[config.mk]
export PLATFORM = sky130hd
export DESIGN_NAME = mask_or_test_unit
export DESIGN_NICKNAME = d
export VERILOG_FILES = /design/src/rtl/mot_pkg.sv /design/src/rtl/mot_decode.sv /design/src/rtl/mot_mask_file.sv /design/src/rtl/mot_flag_eval.sv /design/src/rtl/mask_or_test_unit.sv
export SDC_FILE = /design/constraint.sdc
export NUM_CORES = 1
export LEC_CHECK = 0
export ABC_CLOCK_PERIOD_IN_PS = 8000
export BUFFER_PORTS_ARGS = -buffer_cell sky130_fd_sc_hd__buf_4
export CORE_UTILIZATION = 30
export DETAILED_ROUTE_END_ITERATION = 16
export GPL_ROUTABILITY_DRIVEN = 0
export PLACE_DENSITY_LB_ADDON = 0.1
export SYNTH_ARGS = -nofsm -noshare
export SYNTH_HDL_FRONTEND = slang
export SYNTH_SLANG_ARGS = --single-unit
[constraint.sdc]
create_clock -name clk -period 8 [get_ports clk]
set_input_delay 0.4 -clock clk [delete_from_list [all_inputs] [get_ports clk]]
set_output_delay 0.4 -clock clk [all_outputs]
set_load 0.05 [all_outputs]
[src/rtl/mot_pkg.sv]
package mot_pkg;
    localparam int MASK_W = 64;
    localparam int NUM_MASKS = 8;
    localparam int IDX_W = $clog2(NUM_MASKS);
    localparam logic [7:0] OPC_ORTEST = 8'h98;

    typedef enum logic [1:0] {
        WID_8  = 2'd0,
        WID_16 = 2'd1,
        WID_32 = 2'd2,
        WID_64 = 2'd3
    } wid_e;

    typedef struct packed {
        logic zf;
        logic cf;
        logic of;
        logic sf;
        logic af;
        logic pf;
    } flags_t;
endpackage

[src/rtl/mot_decode.sv]
module mot_decode
    import mot_pkg::*;
(
    input  logic [7:0]       opc_byte,
    input  logic             vex_w,
    input  logic             vex_l,
    input  logic [1:0]       vex_pp,
    input  logic [7:0]       modrm,
    output logic             legal,
    output wid_e             wid,
    output logic [IDX_W-1:0] idx_a,
    output logic [IDX_W-1:0] idx_b
);
    logic pp_ok;

    always_comb begin
        pp_ok = (vex_pp == 2'b00) || (vex_pp == 2'b01);
        legal = (opc_byte == OPC_ORTEST) && !vex_l && pp_ok && (modrm[7:6] == 2'b11);
        unique case ({vex_w, vex_pp[0]})
            2'b00:   wid = WID_16;
            2'b01:   wid = WID_8;
            2'b10:   wid = WID_64;
            default: wid = WID_32;
        endcase
        idx_a = modrm[3 +: IDX_W];
        idx_b = modrm[0 +: IDX_W];
    end
endmodule

[src/rtl/mot_mask_file.sv]
module mot_mask_file
    import mot_pkg::*;
(
    input  logic              clk,
    input  logic              rst_n,
    input  logic              wr_en,
    input  logic [IDX_W-1:0]  wr_idx,
    input  logic [MASK_W-1:0] wr_data,
    input  logic [IDX_W-1:0]  rd_idx_a,
    input  logic [IDX_W-1:0]  rd_idx_b,
    output logic [MASK_W-1:0] rd_a,
    output logic [MASK_W-1:0] rd_b
);
    logic [MASK_W-1:0] kreg_q [NUM_MASKS];
    logic [MASK_W-1:0] kreg_d [NUM_MASKS];

    for (genvar g = 0; g < NUM_MASKS; g++) begin : g_kreg
        always_comb begin
            kreg_d[g] = kreg_q[g];
            if (wr_en && (wr_idx == IDX_W'(g))) kreg_d[g] = wr_data;
        end
        always_ff @(posedge clk) begin
            if (!rst_n) kreg_q[g] <= '0;
            else        kreg_q[g] <= kreg_d[g];
        end
    end

    assign rd_a = kreg_q[rd_idx_a];
    assign rd_b = kreg_q[rd_idx_b];

    // an unwritten register keeps its value across the edge
    a_r9_hold_unwritten: assert property (@(posedge clk) disable iff (!rst_n)
        !wr_en |=> (kreg_q[0] == $past(kreg_q[0])) && (kreg_q[7] == $past(kreg_q[7])));
endmodule

[src/rtl/mot_flag_eval.sv]
module mot_flag_eval
    import mot_pkg::*;
(
    input  logic [MASK_W-1:0] src_a,
    input  logic [MASK_W-1:0] src_b,
    input  wid_e              wid,
    output flags_t            flags
);
    localparam int LANES = 4;
    logic [MASK_W-1:0] lane_mask [LANES];
    logic [MASK_W-1:0] sel_mask;
    logic [MASK_W-1:0] merged;

    for (genvar g = 0; g < LANES; g++) begin : g_lane
        localparam int BITS = 8 << g;
        assign lane_mask[g] = {MASK_W{1'b1}} >> (MASK_W - BITS);
    end

    always_comb begin
        sel_mask = lane_mask[wid];
        merged   = (src_a | src_b) & sel_mask;
        flags    = '0;
        flags.zf = (merged == '0);
        flags.cf = (merged == sel_mask);
    end
endmodule

[src/rtl/mask_or_test_unit.sv]
module mask_or_test_unit
    import mot_pkg::*;
(
    input  logic        clk,
    input  logic        rst_n,
    input  logic        issue_vld,
    input  logic [7:0]  opc_byte,
    input  logic        vex_w,
    input  logic        vex_l,
    input  logic [1:0]  vex_pp,
    input  logic [7:0]  modrm,
    input  logic        mwr_en,
    input  logic [2:0]  mwr_idx,
    input  logic [63:0] mwr_data,
    output logic        zf_o,
    output logic        cf_o,
    output logic        of_o,
    output logic        sf_o,
    output logic        af_o,
    output logic        pf_o,
    output logic        ill_o
);
    typedef struct packed {
        flags_t flags;
        logic   ill;
    } state_t;

    state_t st_d, st_q;

    logic              legal;
    wid_e              wid;
    logic [IDX_W-1:0]  idx_a, idx_b;
    logic [MASK_W-1:0] src_a, src_b;
    flags_t            eval_flags;

    mot_decode u_dec (
        .opc_byte(opc_byte), .vex_w(vex_w), .vex_l(vex_l), .vex_pp(vex_pp),
        .modrm(modrm), .legal(legal), .wid(wid), .idx_a(idx_a), .idx_b(idx_b)
    );

    mot_mask_file u_kfile (
        .clk(clk), .rst_n(rst_n), .wr_en(mwr_en), .wr_idx(mwr_idx[IDX_W-1:0]),
        .wr_data(mwr_data[MASK_W-1:0]), .rd_idx_a(idx_a), .rd_idx_b(idx_b),
        .rd_a(src_a), .rd_b(src_b)
    );

    mot_flag_eval u_eval (
        .src_a(src_a), .src_b(src_b), .wid(wid), .flags(eval_flags)
    );

    always_comb begin
        st_d     = st_q;
        st_d.ill = issue_vld && !legal;
        if (issue_vld && legal) st_d.flags = eval_flags;
    end

    always_ff @(posedge clk) begin
        if (!rst_n) st_q <= '0;
        else        st_q <= st_d;
    end

    assign zf_o  = st_q.flags.zf;
    assign cf_o  = st_q.flags.cf;
    assign of_o  = st_q.flags.of;
    assign sf_o  = st_q.flags.sf;
    assign af_o  = st_q.flags.af;
    assign pf_o  = st_q.flags.pf;
    assign ill_o = st_q.ill;

    // an invalid pulse always follows an issued instruction
    a_r7_ill_cause: assert property (@(posedge clk) disable iff (!rst_n)
        ill_o |-> $past(issue_vld));
    // flags keep their value across an invalid issue
    a_r7_flags_hold: assert property (@(posedge clk) disable iff (!rst_n)
        ill_o |-> $stable(st_q.flags));
    // no issue, no flag change
    a_r6_idle_hold: assert property (@(posedge clk) disable iff (!rst_n)
        !$past(issue_vld) |-> $stable(st_q.flags));
    // a result cannot be all zeros and all ones at once
    a_r3_zf_cf_excl: assert property (@(posedge clk) disable iff (!rst_n)
        !(zf_o && cf_o));
    // the four cleared flags stay low
    a_r5_others_low: assert property (@(posedge clk) disable iff (!rst_n)
        !(of_o || sf_o || af_o || pf_o));
endmodule

=== Word-level counts from Yosys, hierarchy flattened ===
Memories as Yosys holds them, arrays and structs flattened.
Index checks and enable logic that the tools add are counted.

* Muxes and demuxes: 22
* Reductions and logical operators: 28
* Equality and inequality tests: 21
* Bitwise gates (word level): 11
* Magnitude comparators: 1

{| class="wikitable"
|+ Operator list
! operator !! number
|-
| $mux 64 || 18
|-
| $bmux 64 s2 || 1
|-
| $and 64x64->64 || 1
|-
| $eq 64x64->1 || 1
|-
| $logic_not 64->1 || 1
|-
| $or 64x64->64 || 1
|-
| $reduce_and 2->1 || 8
|-
| $logic_and 1x1->1 || 13
|-
| $eq 3x3->1 const B || 4
|-
| $eq 8x8->1 const B || 1
|-
| $ne 1x1->1 const B || 8
|-
| $or 1x1->1 || 8
|-
| $eq 3x2->1 const B || 2
|-
| $pmux 2 s3 || 1
|-
| $eq 2x1->1 const B || 2
|-
| $eq 2x2->1 const B || 2
|-
| $logic_not 2->1 || 2
|-
| $eq 3x1->1 const B || 1
|-
| $ge 3x3->1 const B || 1
|-
| $logic_not 3->1 || 1
|-
| $not 2->3 || 1
|-
| $logic_not 1->1 || 2
|-
| $mux 1 || 2
|-
| $logic_or 1x1->1 || 1
|}

* Bits in registers: 3
* Bits in writable memories: 512
* Bits of input ports: 91
* Memories: 1

{| class="wikitable"
|+ Memories
! name !! depth !! bits a word !! read ports !! clocked after Yosys merged registers in !! write ports !! RTL line !! source
|-
| u_kfile.kreg_q || 8 || 64 || 2 || 0 || 8 || mot_mask_file.sv:14 || <nowiki>logic [MASK_W-1:0] kreg_q [NUM_MASKS];</nowiki>
|}

=== Logic depth before layout (Yosys ltp) ===
Gate-level depths: netlist (run 1).

* Depth after elaboration: 8
* Depth in mapped cells: 12
* Gate-level depth less buffers: 8

=== Cells and area by module ===
From an unflattened synthesis (run 1), not the netlist that was laid out.

* Cell total of the unflattened synthesis: 1811
* Area, all modules: 27357.5 sq um

{| class="wikitable"
|+ Modules (own cells, without submodules)
! module !! cells an instance !! area each (sq um) !! times used !! seq. area each (sq um)
|-
| mot_mask_file || 1672 || 26355.3 || 1 || 15374.7
|-
| mot_flag_eval || 99 || 629.4 || 1 || 0.0
|-
| mask_or_test_unit || 28 || 279.0 || 1 || 140.1
|-
| mot_decode || 12 || 93.8 || 1 || 0.0
|}

=== Worst setup path before layout (run 1) ===
OpenSTA, ideal clock, no wires.

* Kind: input port to flip-flop
* Start: input port mwr_idx[1]
* End: memory u_kfile.kreg_q[0][0], enable pin
* Data arrival time: 5.307 ns
* Stages on the path: 2
* Setup time: 0.582 ns
* Path slack: 2.111 ns
* Data required time: 7.418 ns
* Path through: nand2b_1 > o31ai_1

{| class="wikitable"
|+ RTL lines
! item !! RTL line !! source
|-
| from (decl) || mask_or_test_unit.sv:13 || <nowiki>input logic [2:0] mwr_idx,</nowiki>
|-
| to (decl) || mot_mask_file.sv:14 ||
|}

=== Worst setup path after layout (run 1) ===
* Start: input port modrm[3]
* End: register st_q (netlist bit zf_o)

* Cells in the longest elaborated chain, start to end: 4

{| class="wikitable"
|+ RTL lines
! item !! RTL line !! source
|-
| from (decl) || mask_or_test_unit.sv:11 || <nowiki>input logic [7:0] modrm,</nowiki>
|-
| $mem_v2 8x64 || n/a ||
|-
| $or 64x64->64 || mot_flag_eval.sv:21 || <nowiki>merged = (src_a | src_b) & sel_mask;</nowiki>
|-
| $and 64x64->64 || mot_flag_eval.sv:21 ||
|-
| $logic_not 64->1 || mot_flag_eval.sv:23 || <nowiki>flags.zf = (merged == '0);</nowiki>
|-
| to (signal assigned) || mask_or_test_unit.sv:59 || <nowiki>else st_q <= st_d;</nowiki>
|-
| to (decl) || mask_or_test_unit.sv:28 || <nowiki>state_t st_d, st_q;</nowiki>
|}

No other way between the ends.
A chain may end at the register's enable or synchronous reset.

==> results of run 1 <==
[routing by layer]
layer / vias up / GRT usage [%]
li1: 6997 / -
met1: 8329 / 25.27
met2: 397 / 30.09
met3: 109 / 2.733
met4: 6 / 4.416
met5: - / 0
[kinds of logic after synthesis]
kind of cell,synth area share [%]
AO/OA/AOI/OAI,0.7233
other,0.01363
flip-flops,56.11
AND/OR/NAND/NOR,16.28
buffers and inverters,2.952
multiplexers,23.92
[state kept, by name, indices dropped and copies added, names as in the netlist]
| signal | flops |
|---|---|
| cf_o | 1 |
| zf_o | 1 |
| ill_o | 1 |
| u_kfile.kreg_q | 512 |
[through the flow]
stage | total power [mW] | hold WS (ns) | instance area (µm²) | util (%)
2_1_floorplan | 3.809 | 0.5650 | 27520 | -
3_3_place_gp | 4.078 | 0.5359 | 29350 | 32.45
3_5_place_dp | 4.085 | 0.5373 | 29350 | 32.45
4_1_cts | 6.961 | 0.05575 | 31370 | 34.69
5_1_grt | 7.125 | 0.07688 | 31370 | 34.69
6_report | 6.872 | 0.09013 | 31400 | 34.72
[synthesized netlist by cell type]
cell                       instances
sky130_fd_sc_hd__a211oi_1          3
sky130_fd_sc_hd__a21boi_0          1
sky130_fd_sc_hd__a21oi_1           1
sky130_fd_sc_hd__a22o_1            1
sky130_fd_sc_hd__a31oi_1           1
sky130_fd_sc_hd__a41oi_1           1
sky130_fd_sc_hd__and2_1          512
sky130_fd_sc_hd__buf_1             3
sky130_fd_sc_hd__buf_12            4
sky130_fd_sc_hd__buf_2            30
sky130_fd_sc_hd__buf_4            21
sky130_fd_sc_hd__buf_6            15
sky130_fd_sc_hd__buf_8             2
sky130_fd_sc_hd__clkbuf_1         56
sky130_fd_sc_hd__conb_1            1
sky130_fd_sc_hd__dfxtp_1           3
sky130_fd_sc_hd__edfxtp_1        512
sky130_fd_sc_hd__inv_1             1
sky130_fd_sc_hd__mux2_2            9
sky130_fd_sc_hd__mux2i_1          74
sky130_fd_sc_hd__mux4_1           10
sky130_fd_sc_hd__mux4_2          242
sky130_fd_sc_hd__mux4_4            1
sky130_fd_sc_hd__nand2_1         129
sky130_fd_sc_hd__nand2b_1         51
sky130_fd_sc_hd__nand3_1           7
sky130_fd_sc_hd__nand3b_1          1
sky130_fd_sc_hd__nand4_1          16
sky130_fd_sc_hd__nor2_1           39
sky130_fd_sc_hd__nor2b_1           3
sky130_fd_sc_hd__nor3_1            3
sky130_fd_sc_hd__nor4_1           15
sky130_fd_sc_hd__nor4_2            2
sky130_fd_sc_hd__nor4b_1           1
sky130_fd_sc_hd__nor4bb_1          2
sky130_fd_sc_hd__o21ai_0           9
sky130_fd_sc_hd__o21ai_1           3
sky130_fd_sc_hd__o22ai_1           8
sky130_fd_sc_hd__o31ai_1           4
[power breakdown]
| part | internal (mW) | switching [mW] | total (mW) | leakage, nW |
|---|---|---|---|---|
| logic | 0.351 | 0.420 | 0.771 | 5.02 |
| clock network | 1.71 | 1.14 | 2.86 | 0.993 |
| registers | 3.15 | 0.0888 | 3.24 | 4.97 |
| total | 5.22 | 1.65 | 6.87 | 11.0 |
[final cells by class]
| cell class | count | area share (%) |
|---|---|---|
| flip-flops and latches | 515 | 49.16 |
| clock inverters | 38 | 1.267 |
| well taps | 1176 | 4.687 |
| inverters | 1 | 0.01196 |
| diodes | 11 | 0.08767 |
| multi-input cells | 1153 | 36.38 |
| repair buffers | 132 | 3.232 |
| clock buffers | 76 | 5.177 |
[critical path, stage by stage]
cell,delay [ns]
sky130_fd_sc_hd__clkbuf_8,0.52
sky130_fd_sc_hd__buf_4,0.71
sky130_fd_sc_hd__mux4_2,0.59
sky130_fd_sc_hd__mux2i_1,0.14
sky130_fd_sc_hd__nand2_1,0.10
sky130_fd_sc_hd__nor4_1,0.54
sky130_fd_sc_hd__nand4_1,0.32
sky130_fd_sc_hd__nor2_1,0.37
sky130_fd_sc_hd__nor2_1,0.10
sky130_fd_sc_hd__o31ai_1,0.23
[final timing paths]
kind	start	end	cells past startpoint
min	mwr_data[6]	u_kfile.kreg_q[4][6]	2
max	modrm[3]	zf_o	10
max reg2reg	u_kfile.kreg_q[7][32]	zf_o	8
min reg2reg	zf_o	zf_o	2
==> results.md, run 1 <==
| Group | Metric | Value |
|---|---|---|
| cells and area | Net total in the final layout | 1955 |
| drt | Routed wl met3 | 3989 µm |
| power | Static Leakage | 10.99 nW |
| yosys | Seq/Total Area, Yosys | 56.11% |
| clock network | Clk Latency, worst-skew pair | 0.64 ns |
| worst setup path | Worst Path Required | 8.53 ns |
| cells and area | Fill cell total of the finished layout | 8539 |
| drt | Number of nets with antenna violations after routing | 0 |
| run status | Status | complete, no violations |
| worst setup path | Flop2flop setup slack | 5.21 ns |
| yosys | Netlist cell types | 39 |
| sta | Setup repair after global routing missed its margin | no |
| worst hold path | Path type of the worst min-delay path | input port to register |
| sta | Slew headroom | 19.59% |
| floorplan | Die width | 304.8 µm |
| sta | Number of max-slew violations in the final report | 0 |
| drt | Routed met2 length | 40620 µm |
| sta | Timing-limited maximum frequency | 284.0 MHz |
| clock network | Gates resized, CTS repair | 0 |
| floorplan | Die Y-Extent | 304.8 µm |
| sta | Tightest Pin Transition | 1.202 ns |
| power | Largest voltage drop on the vdd net | 0.0001507 V |
| sta | Number of setup violations in the final report | 0 |
| cells and area | Layout overhead on the synthesized area | 14.14% |
| yosys | YS warnings | 0 |
| clock network | TritonCTS clock tree | done |
| run | Max_cap viols | 0 |
| floorplan | Core Area | 90420 µm² |
| yosys | Number of instances in the synthesized netlist | 1797 |
| clock network | Post-CTS setup buffers | 0 |
| sta | Fin. Hold Viols | 0 |
| cells and area | Top library cells by usage in the layout, fill and taps aside | sky130_fd_sc_hd__and2_1, sky130_fd_sc_hd__edfxtp_1, sky130_fd_sc_hd__mux4_2 |
| yosys | Largest area contributor in the netlist | sky130_fd_sc_hd__edfxtp_1 |
| drt | Detailed-route wire length | 84430 µm |
| floorplan | Die Outline Area | 92900 µm² |
| sta | Largest clock skew in the final design | 0.02704 ns |
| clock network | CTS Buffer Depth | 3 |
| grt | Global-route wire length before repair | 122200 µm |
| clock network | H-tree lvl count | 2 |
| clock network | Number of sinks driven by the clock tree | 515 |
| grt | Number of antenna violations at the first check in global routing | 10 |
| placed design | Cell count after placement | 2977 |
| worst setup path | Arrival time reported for the critical path endpoint | 4.05 ns |
| yosys | Avg Inst Size Synth | 15.31 µm² |
| sta | Tmin final | 3.521 ns |
| floorplan | Cell row count | 110 |
| placed design | Pre-CTS setup slack | 3.605 ns |
| clock network | Root buf cell | sky130_fd_sc_hd__clkbuf_16 |
| yosys | Synthesized flop and latch total | 515 |
| drt | DRC errors left | 0 |
| grt | Largest net degree at the start of global routing | 75 |
| cells and area | Combined area of the multi-input logic cells | 11420 µm² |
| drt | Per-cell via count in the routed design | 5.106 |
| worst setup path | Crit path capture type | register |
| power | Power density normalized to cell area | 218.9 nW/µm² |
| drt | Vias after detailed routing | 15840 |
| placed design | Number of buffers added on ports | 93 |
| drt | M1 WL | 38100 µm |
| cells and area | Fraction of layout cells with a size suffix above 1 | 25.38% |
| floorplan | Initial cell density of the core | 30.42% |
| clock network | Total CTS buffers | 61 |
| cells and area | Reg area | 15430 µm² |
| worst setup path | Worst Setup Path Type | input port to register |
| sta | Share of the clock period used by the worst path after layout | 44.01% |
| floorplan | Boundary Pins | 98 |
| grt | Vias in the first global route | 16690 |
| yosys | Ranking of synthesized cells by area | sky130_fd_sc_hd__edfxtp_1, sky130_fd_sc_hd__mux4_2, sky130_fd_sc_hd__and2_1 |
| cells and area | Final Non-Filler Cells | 3102 |
| drt | Pre-Repair DR Iteration Count | 5 |
| worst setup path | Highest fanout seen on the critical path | 51 |
| grt | GRT Resource Usage Total | 18.26% |
| clock network | Clock slew at reported path FFs | 0.06 ns |
| sta | Worst setup margin | 4.479 ns |
| yosys | Area share of the largest cell type after synthesis | 55.90% |
| yosys | Netlist area before placement | 27510 µm² |
| drt | First DRT Iteration DRCs | 1398 |
| worst setup path | Startpoint kind of the worst setup timing path | input port |
| drt | Highest routed metal layer | met5 |
| clock network | Cts-stage hold buffer count | 0 |
| drt | Detail-routed net length per standard cell | 27.22 µm |
| placed design | Detailed placement HPWL | 46190 µm |
| sta | Accumulated negative setup slack | 0 ns |
| grt | Sum of overflow across all layers after global routing | 0 |
Power figures use the tool's default switching activity.
==> run 2, diff against run 1 <==
--- a/config.mk
+++ b/config.mk
@@ -5,7 +5,7 @@
 export SDC_FILE = /design/constraint.sdc
 export NUM_CORES = 1
 export LEC_CHECK = 0
-export ABC_CLOCK_PERIOD_IN_PS = 8000
+export ABC_CLOCK_PERIOD_IN_PS = 3150
 export BUFFER_PORTS_ARGS = -buffer_cell sky130_fd_sc_hd__buf_4
 export CORE_UTILIZATION = 30
 export DETAILED_ROUTE_END_ITERATION = 16
==> constraint.sdc (replaced) <==
create_clock -name clk -period 3.15 [get_ports clk]
set_input_delay 0.1575 -clock clk [delete_from_list [all_inputs] [get_ports clk]]
set_output_delay 0.1575 -clock clk [all_outputs]
set_load 0.05 [all_outputs]
==> results.md, run 2 (synthesis results as in run 1) <==
| Group | Metric | Value |
|---|---|---|
| clock network | Clock slew at reported path FFs | 0.06 ns |
| worst setup path | Worst path bufs/invs | 2 |
| worst setup path | Crit path capture type | register |
| placed design | Number of buffers added on ports | 93 |
| floorplan | Die Outline Area | 92900 µm² |
| grt | Largest net degree at the start of global routing | 65 |
| cells and area | Fraction of layout cells with a size suffix above 1 | 26.34% |
| cells and area | Layout overhead on the synthesized area | 19.45% |
| worst setup path | Worst Path Required | 3.63 ns |
| sta | Tightest Pin Transition | 0.7204 ns |
| sta | Largest clock skew in the final design | 0.01537 ns |
| floorplan | Die Y-Extent | 304.8 µm |
| power | Largest voltage drop on the vdd net | 0.0003136 V |
| floorplan | Die width | 304.8 µm |
| sta | Share of the clock period used by the worst path after layout | 84.80% |
| grt | Global-route wire length before repair | 123200 µm |
| floorplan | Cell row count | 110 |
| worst setup path | Critical Path Max Stage Delay | 0.61 ns |
| sta | Setup repair after global routing missed its margin | no |
| grt | Number of antenna violations at the first check in global routing | 5 |
| drt | Routed wl met3 | 2703 µm |
| floorplan | Boundary Pins | 98 |
| drt | M1 WL | 37130 µm |
| sta | Timing-limited maximum frequency | 374.4 MHz |
| clock network | Root buf cell | sky130_fd_sc_hd__clkbuf_16 |
| worst setup path | Crit-path cells | mux4_4 > nand2b_1 > nand2_1 > o22ai_1 > nor4_1 > buf_4 > nand4_1 > a21oi_1 > dlygate4sd3_1 > a22o_1 |
| drt | Detail-routed net length per standard cell | 26.70 µm |
| power | Power density normalized to cell area | 538.4 nW/µm² |
| clock network | Clk Latency, worst-skew pair | 0.59 ns |
| cells and area | Top library cells by usage in the layout, fill and taps aside | sky130_fd_sc_hd__and2_1, sky130_fd_sc_hd__edfxtp_1, sky130_fd_sc_hd__mux4_2 |
| drt | DRC errors left | 0 |
| drt | Per-cell via count in the routed design | 5.076 |
| worst setup path | Arrival time reported for the critical path endpoint | 3.16 ns |
| worst hold path | Path type of the worst min-delay path | input port to register |
| placed design | Detailed placement HPWL | 47510 µm |
| sta | Number of max-slew violations in the final report | 0 |
| cells and area | Core occupancy in the finished layout | 36.33% |
| sta | Slew headroom | 51.86% |
| clock network | TritonCTS clock tree | done |
| sta | Number of setup violations in the final report | 0 |
| clock network | Total CTS buffers | 66 |
| drt | Pre-Repair DR Iteration Count | 5 |
| drt | Detailed-route wire length | 85420 µm |
| cells and area | Largest reg by FF count | u_kfile.kreg_q |
| worst setup path | Crit path max-delay cell type | sky130_fd_sc_hd__mux4_4 |
| cells and area | Net total in the final layout | 2070 |
| power | Static Leakage | 11.64 nW |
| cells and area | Final Non-Filler Cells | 3199 |
| run | Max_cap viols | 0 |
| worst setup path | Startpoint kind of the worst setup timing path | register |
| clock network | CTS Buffer Depth | 3 |
| drt | Number of nets with antenna violations after routing | 0 |
| clock network | H-tree lvl count | 3 |
| drt | Vias after detailed routing | 16240 |
| cells and area | Max reg flops | 512 |
| grt | Sum of overflow across all layers after global routing | 0 |
| worst setup path | Worst Setup Path Type | register to register |
| sta | Fin. Hold Viols | 0 |
| drt | First DRT Iteration DRCs | 1102 |
| clock network | Number of sinks driven by the clock tree | 515 |
| floorplan | Core Area | 90420 µm² |
| sta | Tmin final | 2.671 ns |
| cells and area | Final design area excluding fillers | 32860 µm² |
| cells and area | Fill cell total of the finished layout | 8477 |
| floorplan | Initial cell density of the core | 30.42% |
| run status | Status | complete, no violations |
| grt | GRT Resource Usage Total | 18.44% |
| drt | Highest routed metal layer | met5 |
| drt | Routed met2 length | 43730 µm |
| placed design | Instance area after placement | 30110 µm² |
| clock network | Post-CTS setup buffers | 0 |
| sta | Accumulated negative setup slack | 0 ns |
| placed design | Cell count after placement | 3019 |
| grt | Vias in the first global route | 17310 |
| clock network | Gates resized, CTS repair | 0 |
| worst setup path | Largest delay share family, worst path | buffers and inverters |
| worst setup path | Highest fanout seen on the critical path | 2 |
run 2: cell count changes in the layout (fill, tap and decap cells not counted), sizes merged:
cell	before	now
buf	130	172
bufinv	9	4
clkbuf	78	85
clkinv	28	20
clkinvlp	0	1
diode	11	3
dlygate4sd3	0	68
run 2: path summary, 6_finish.rpt:
kind / cells past startpoint / to / slack (ns) / startpoint
worst max-delay path: 10 / cf_o / 0.48 / u_kfile.kreg_q[0][12]
worst min-delay path: 3 / ill_o / 0.08 / rst_n
worst max register to register: 10 / cf_o / 0.48 / u_kfile.kreg_q[0][12]
worst min register to register: 2 / zf_o / 0.51 / zf_o
run 2: report_power, final:
group	leakage, nW	internal, mW	switching (mW)	total (mW)
combinational	5.66	1.02	1.10	2.13
clock	1.01	4.41	2.91	7.32
sequential	4.97	8.01	0.231	8.24
total	11.6	13.4	4.24	17.7
run 2: timing repair:
item	CTS	global route
endpoints found under the setup margin	0	0
endpoints found under the hold margin	515	0
hold buffers	68	0
run 2: worst min-delay path: cells and delay by family:
| kind | cells | cell delay [ns] |
|---|---|---|
| buf+inv | 1 | 0.21 |
| simple gates | 2 | 0.24 |
run 2: per-stage QoR:
step	setup slack [ns]	total power [mW]	hold slack (ns)
final	0.4787	17.69	0.07552
after detailed placement	0.2119	10.48	0.4953
after floorplan	-0.5669	9.644	0.3225
after global placement	0.2028	10.46	0.4905
after CTS	0.4958	17.93	0.04896
after global routing	0.4465	18.30	0.07559
run 2: area by class of cell:
class                           count  area [µm²]  share of cell area, %
Sequential cell                   515       15430                  46.98
Tap cell                         1176        1471                  4.478
Timing Repair Buffer              242        2461                  7.491
Multi-Input combinational cell   1153       11420                  34.76
Antenna cell                        3       7.507                0.02285
Inverter                            1       3.754                0.01142
Clock inverter                     26       224.0                 0.6817
Clock buffer                       83        1832                  5.575
run 2: metal layers:
metal / GRT usage, % / vias to the layer above
met1: 23.90 / 8545
met4: 4.440 / 2
met2: 32.58 / 359
met3: 2.329 / 125
met5: 0 / -
li1: - / 7207
